## src/rtl/chsyn_pkg.sv

```systemverilog
package chsyn_pkg;
  parameter int CODE_W = 4;
  typedef logic [CODE_W-1:0] chan_code_t;

  function automatic logic code_in_range(chan_code_t c, int unsigned nch);
    return (c != '0) && (int'(c) <= int'(nch));
  endfunction
endpackage

```

## src/rtl/chsyn_chan_select.sv

```systemverilog
module chsyn_chan_select
  import chsyn_pkg::*;
#(
  parameter int NCH    = 10,
  parameter int DEF_CH = 10
) (
  input  logic       clk,
  input  logic       rst,
  input  logic       src_sel,
  input  chan_code_t par_code,
  input  chan_code_t idx_code,
  output chan_code_t chan_q
);
  localparam chan_code_t DEF_C = CODE_W'(DEF_CH);

  chan_code_t picked;

  always_comb begin
    picked = src_sel ? idx_code : par_code;
  end

  always_ff @(posedge clk) begin
    if (rst) begin
      chan_q <= DEF_C;
    end else if (code_in_range(picked, NCH)) begin
      chan_q <= picked;
    end else begin
      chan_q <= DEF_C;
    end
  end
endmodule

```

## src/rtl/chsyn_ratio_table.sv

```systemverilog
module chsyn_ratio_table
  import chsyn_pkg::*;
#(
  parameter int NCH     = 10,
  parameter int DEF_CH  = 10,
  parameter int BASE    = 5306,
  parameter int STEP    = 6,
  parameter int RATIO_W = 13
) (
  input  logic               clk,
  input  logic               rst,
  input  chan_code_t         chan,
  output logic [RATIO_W-1:0] ratio_q
);
  localparam int IDX_W = (NCH > 1) ? $clog2(NCH) : 1;
  localparam logic [RATIO_W-1:0] DEF_RATIO = RATIO_W'(BASE + STEP * (DEF_CH - 1));

  logic [RATIO_W-1:0] rom [NCH];
  logic [IDX_W-1:0]   rd_idx;

  initial begin
    for (int i = 0; i < NCH; i++) begin
      rom[i] = RATIO_W'(BASE + STEP * i);
    end
  end

  always_comb begin
    rd_idx = IDX_W'(chan - CODE_W'(1));
  end

  always_ff @(posedge clk) begin
    if (rst) begin
      ratio_q <= DEF_RATIO;
    end else begin
      ratio_q <= rom[rd_idx];
    end
  end
endmodule

```

## src/rtl/chsyn_ref_divider.sv

```systemverilog
module chsyn_ref_divider #(
  parameter int REF_DIV = 800
) (
  input  logic clk,
  input  logic hold,
  output logic pulse
);
  localparam int CNT_W = $clog2(REF_DIV);
  localparam logic [CNT_W-1:0] LAST = CNT_W'(REF_DIV - 1);

  logic [CNT_W-1:0] cnt;

  always_ff @(posedge clk) begin
    if (hold) begin
      cnt   <= '0;
      pulse <= 1'b0;
    end else if (cnt == LAST) begin
      cnt   <= '0;
      pulse <= 1'b1;
    end else begin
      cnt   <= cnt + 1'b1;
      pulse <= 1'b0;
    end
  end
endmodule

```

## src/rtl/chsyn_swallow_divider.sv

```systemverilog
module chsyn_swallow_divider #(
  parameter int RATIO_W = 13,
  parameter int PS_BITS = 6
) (
  input  logic               clk,
  input  logic               hold,
  input  logic               tick,
  input  logic [RATIO_W-1:0] ratio,
  output logic               mod_q,
  output logic               fb_q
);
  localparam int B_W = RATIO_W - PS_BITS;

  logic [B_W-1:0]     b_cnt;
  logic [PS_BITS-1:0] a_cnt;
  logic [B_W-1:0]     b_load;
  logic [PS_BITS-1:0] a_load;

  always_comb begin
    b_load = ratio[RATIO_W-1:PS_BITS];
    a_load = ratio[PS_BITS-1:0];
  end

  always_ff @(posedge clk) begin
    if (hold) begin
      b_cnt <= b_load;
      a_cnt <= a_load;
      mod_q <= (a_load != '0);
      fb_q  <= 1'b0;
    end else begin
      fb_q <= 1'b0;
      if (tick) begin
        if (b_cnt == B_W'(1)) begin
          b_cnt <= b_load;
          a_cnt <= a_load;
          mod_q <= (a_load != '0);
          fb_q  <= 1'b1;
        end else begin
          b_cnt <= b_cnt - 1'b1;
          if (a_cnt != '0) begin
            a_cnt <= a_cnt - 1'b1;
            mod_q <= (a_cnt != PS_BITS'(1));
          end
        end
      end
    end
  end
endmodule

```

## src/rtl/chan_synth_div.sv

```systemverilog
module chan_synth_div #(
  parameter int REF_DIV      = 800,
  parameter int PRESCALE_LOW = 64,
  parameter int NCH          = 10,
  parameter int DEF_CH       = 10,
  parameter int BASE_RATIO   = 5306,
  parameter int RATIO_STEP   = 6,
  parameter int RATIO_W      = 13
) (
  input  logic       clk,
  input  logic       rst,
  input  logic       en_n,
  input  logic       src_sel,
  input  logic [3:0] par_code,
  input  logic [3:0] idx_code,
  input  logic       pre_tick,
  output logic       ref_pulse,
  output logic       fb_pulse,
  output logic       mod_sel
);
  import chsyn_pkg::*;

  localparam int PS_BITS = $clog2(PRESCALE_LOW);

  logic               hold;
  chan_code_t         chan_q;
  logic [RATIO_W-1:0] ratio_q;

  always_comb begin
    hold = rst | en_n;
  end

  chsyn_chan_select #(
    .NCH    (NCH),
    .DEF_CH (DEF_CH)
  ) u_sel (
    .clk      (clk),
    .rst      (rst),
    .src_sel  (src_sel),
    .par_code (par_code),
    .idx_code (idx_code),
    .chan_q   (chan_q)
  );

  chsyn_ratio_table #(
    .NCH     (NCH),
    .DEF_CH  (DEF_CH),
    .BASE    (BASE_RATIO),
    .STEP    (RATIO_STEP),
    .RATIO_W (RATIO_W)
  ) u_tab (
    .clk     (clk),
    .rst     (rst),
    .chan    (chan_q),
    .ratio_q (ratio_q)
  );

  chsyn_ref_divider #(
    .REF_DIV (REF_DIV)
  ) u_ref (
    .clk   (clk),
    .hold  (hold),
    .pulse (ref_pulse)
  );

  chsyn_swallow_divider #(
    .RATIO_W (RATIO_W),
    .PS_BITS (PS_BITS)
  ) u_fb (
    .clk   (clk),
    .hold  (hold),
    .tick  (pre_tick),
    .ratio (ratio_q),
    .mod_q (mod_sel),
    .fb_q  (fb_pulse)
  );
endmodule

```

## config.mk

```make
export PLATFORM = sky130hd
export DESIGN_NAME = chan_synth_div
export DESIGN_NICKNAME = d
export VERILOG_FILES = /design/src/rtl/chsyn_pkg.sv /design/src/rtl/chsyn_chan_select.sv /design/src/rtl/chsyn_ratio_table.sv /design/src/rtl/chsyn_ref_divider.sv /design/src/rtl/chsyn_swallow_divider.sv /design/src/rtl/chan_synth_div.sv
export SDC_FILE = /design/constraint.sdc
export NUM_CORES = 1
export LEC_CHECK = 0
export BUFFER_PORTS_ARGS = -buffer_cell sky130_fd_sc_hd__buf_2
export CORE_UTILIZATION = 55
export CTS_CLUSTER_DIAMETER = 150
export CTS_CLUSTER_SIZE = 10
export DETAILED_ROUTE_END_ITERATION = 8
export GPL_TIMING_DRIVEN = 0
export HOLD_SLACK_MARGIN = 0.1
export PLACE_DENSITY = 0.75
export SYNTH_ARGS = -nofsm -noshare
export SYNTH_HDL_FRONTEND = slang
export SYNTH_SLANG_ARGS = --single-unit
```

## constraint.sdc

```tcl
create_clock -name clk -period 1.78 [get_ports clk]
set_input_delay 0.089 -clock clk [delete_from_list [all_inputs] [get_ports clk]]
set_output_delay 0.089 -clock clk [all_outputs]
set_load 0.02 [all_outputs]
```

==> qor.txt <==
Maximum buffer depth of the clock tree = 2
First-pass iteration count of the detailed router = 4
Final WL = 3220 microns
Number of filler cells placed in the layout = 244
Share of cells above drive strength 1 = 14.2%
N_diodes = 0
Leakage = 0.809 nW
Initial antenna violation count = 0
Count of pins on the block boundary = 16
Netlist area before placement = 0.00179 sq mm
Vias in the first global route = 1324
Count of final hold-check violations = 0
Worst hold path type = in -> reg
Starting utilization of the core area = 58.0%
Vert. Die Dim = 59.0 microns
Largest net degree at the start of global routing = 12
Number of remaining DRC errors = 0
Power Density = 822 mW/mm^2
Synth Register Bits = 36
CTS tree = built
Placement row count = 20
Result of the run = completed
Die extent in x = 59.0 microns
Number of distinct library cells after synthesis = 36
GRT Util Overall = 21.2%
Clock slew at the register clock pins of the worst setup and hold paths = 0.11 ns
Origin of the worst min-delay path = en_n
Sum of negative setup slack = 0 ns
Most frequent standard cell in the layout excluding fill and tap cells = nor2_1
Critical path class = reg -> reg
Max-slew violations = 0
Headroom to the max-slew limit = 70.3%
# Max-Cap Violations = 0
Sum of overflow across all layers after global routing = 0
Number of warnings reported in the yosys synthesis log = 0
Post-Synthesis Net Count = 205
Post-synthesis sequential area ratio = 48.2%
Area growth from synthesis to layout = 18.6%
Data required time at the worst endpoint = 1.80 ns
Achievable frequency = 582 MHz
Clock buffer count from CTS = 5
Worst Clk Skew = 0.0104 ns
Tightest Pin Transition = 0.446 ns
Number of sinks on the clock net = 36
Net total in the final layout = 238
CTS HTree Levels = 2
Number of buffer cells added on primary ports = 14
Largest vdd supply drop = 0.000696 V
Detail-routed via count per cell = 5.16
Startpoint of the lowest-slack register-to-register path = u_fb.b_cnt[2]$_SDFFCE_PP0P_
Post-layout utilization of the core = 68.8%
Total die area = 0.00348 sq mm
Proportion of synthesized flip-flops having asynchronous set or reset = 0%
Area inside the core boundary = 0.00308 sq mm
Crit path DAT = 1.74 ns
Highest net fanout along the worst path = 7
Via count = 1356
Count of placed standard cells including taps = 243
Synthesized netlist cell count = 185
Latest clock arrival within the worst-skew pair = 0.34 ns
Highest-count cells in the layout ignoring fill and taps = nor2_1 (23), dfxtp_1 (20), nand2_1 (16)
Final period utilization = 96.5%
Initial DRC Count = 32
Setup WS post-layout = 0.0627 ns
Worst setup timing slack at the placement stage = 0.00516 ns
Primary flip-flop cell chosen by synthesis mapping = dfxtp_1
Register-to-Register Setup Slack = 0.06 ns
Antenna viol nets, final = 0
Power after layout = 1.74 mW
Routability congestion estimate = 0.795
CP startpoint kind = flip-flop
Final critical delay including setup and external delays = 1.72 ns
Number of flops mapped to enable cells by yosys = 14
Worst Setup SP = u_fb.b_cnt[2]$_SDFFCE_PP0P_
Final non-filler cell total = 263
Total of endpoints with negative setup slack in the final report = 0
RSZ-0062 raised after global routing = no
Avg WL per Cell = 12.2 microns
Post-Synthesis Mean Instance Area = 9.65 sq um
Final HPWL DP = 2240 microns
Endpoint class of the critical path = flip-flop
Wire length of the first global-routing pass = 5420 microns
CTS root buf = clkbuf_4
==> cell usage after synthesis (all sizes together) (2+ instances only) <==
| library cell | number | area share (%) |
|---|---|---|
| a211oi | 2 | 0.84 |
| clkbuf | 4 | 0.84 |
| o21ai | 13 | 3.9 |
| dfxtp | 22 | 25 |
| ha | 7 | 4.9 |
| buf | 2 | 0.91 |
| nand3 | 5 | 1.4 |
| nor4 | 3 | 1.9 |
| and3 | 3 | 1.1 |
| mux2i | 5 | 2.8 |
| nor2 | 23 | 4.8 |
| xnor2 | 13 | 6.8 |
| a21oi | 5 | 1.4 |
| edfxtp | 14 | 24 |
| nor2b | 4 | 1.4 |
| a31oi | 3 | 1.1 |
| or3 | 2 | 0.70 |
| nor3 | 10 | 2.8 |
| nand2 | 16 | 3.4 |
| xor2 | 5 | 2.5 |
| inv | 11 | 2.3 |
| nand4 | 3 | 1.1 |
| nor4b | 2 | 0.98 |
==> sequential cells by signal (all words and copies together), names as in the netlist <==
name           cells
u_fb.fb_q          1
u_ref.pulse        1
u_ref.cnt         10
u_fb.a_cnt         6
u_sel.chan_q       4
u_fb.b_cnt         7
u_tab.ratio_q      6
u_fb.mod_q         1
==> final cells by class <==
| cell class | count | area (sq um) | area share (%) |
|---|---|---|---|
| Buffer | 6 | 31.3 | 1.48 |
| Clock buffer | 5 | 37.5 | 1.77 |
| Clock inverter | 3 | 37.5 | 1.77 |
| Inverter | 11 | 41.3 | 1.95 |
| Multi-Input combinational cell | 132 | 865 | 40.8 |
| Sequential cell | 36 | 863 | 40.8 |
| Tap cell | 44 | 55.1 | 2.60 |
| Timing Repair Buffer | 26 | 188 | 8.86 |
==> repair_timing <==
| action | 4_1_cts | 5_1_grt |
|---|---|---|
| endpoints found under the setup margin | 8 | 9 |
| hold buffers | 11 | 0 |
| setup buffers | 0 | 1 |
| pin swaps | 1 | 2 |
| hold endpoints to repair | 5 | 0 |
| resized for setup | 1 | 2 |
==> logic make-up (layout without fill, tap and decap cells) <==
| logic type | count (synthesis) | in the layout | synth area share [%] |
|---|---|---|---|
| adder cells (fa/ha/maj) | 7 | 7 | 4.91 |
| buffers and inverters | 17 | 51 | 4.06 |
| multiplexers | 6 | 6 | 3.43 |
| AO/OA/AOI/OAI | 28 | 28 | 9.88 |
| AND/OR/NAND/NOR | 73 | 73 | 20.3 |
| XOR/XNOR | 18 | 18 | 9.25 |
| flip-flops | 36 | 36 | 48.2 |
==> layer usage <==
layer | GRT usage, % | wire length, microns | part of all wire, %
met1 | 22.8 | 1480 | 46
met2 | 39.0 | 1580 | 49
met3 | 6.99 | 109 | 3.4
met4 | 7.14 | 44 | 1.4
met5 | 0 | 0 | 0
==> critical path, stage by stage, from the launching register on <==
cell      delay [ns]
edfxtp_1        0.50
nor4_4          0.37
and3_1          0.21
o21ai_0         0.09
nand2_1         0.23
==> path summary, 6_finish.rpt <==
check | end | depth (start not counted)
setup / recovery | u_fb.a_cnt[1]$_DFFE_PP_ | 4
hold / removal | u_fb.fb_q$_SDFF_PP0_ | 3
setup reg to reg | u_fb.a_cnt[1]$_DFFE_PP_ | 4
hold reg to reg | u_tab.ratio_q[6]$_SDFF_PP1_ | 1
==> per-stage QoR <==
stage                     area, sq um  hold WS (ns)
after detailed placement         1910         0.318
after global routing             2120         0.108
after CTS                        2100         0.103
after global placement           1910         0.312
after floorplan                  1790         0.210
final                            2120         0.112
==> report_power, final <==
part	internal [mW]	leakage (nW)	switching [mW]
sequential	0.904	0.319	0.0404
clock	0.287	0.0403	0.260
combinational	0.127	0.450	0.122
total	1.32	0.809	0.422
Note: power is estimated with default switching activity, not from simulation.
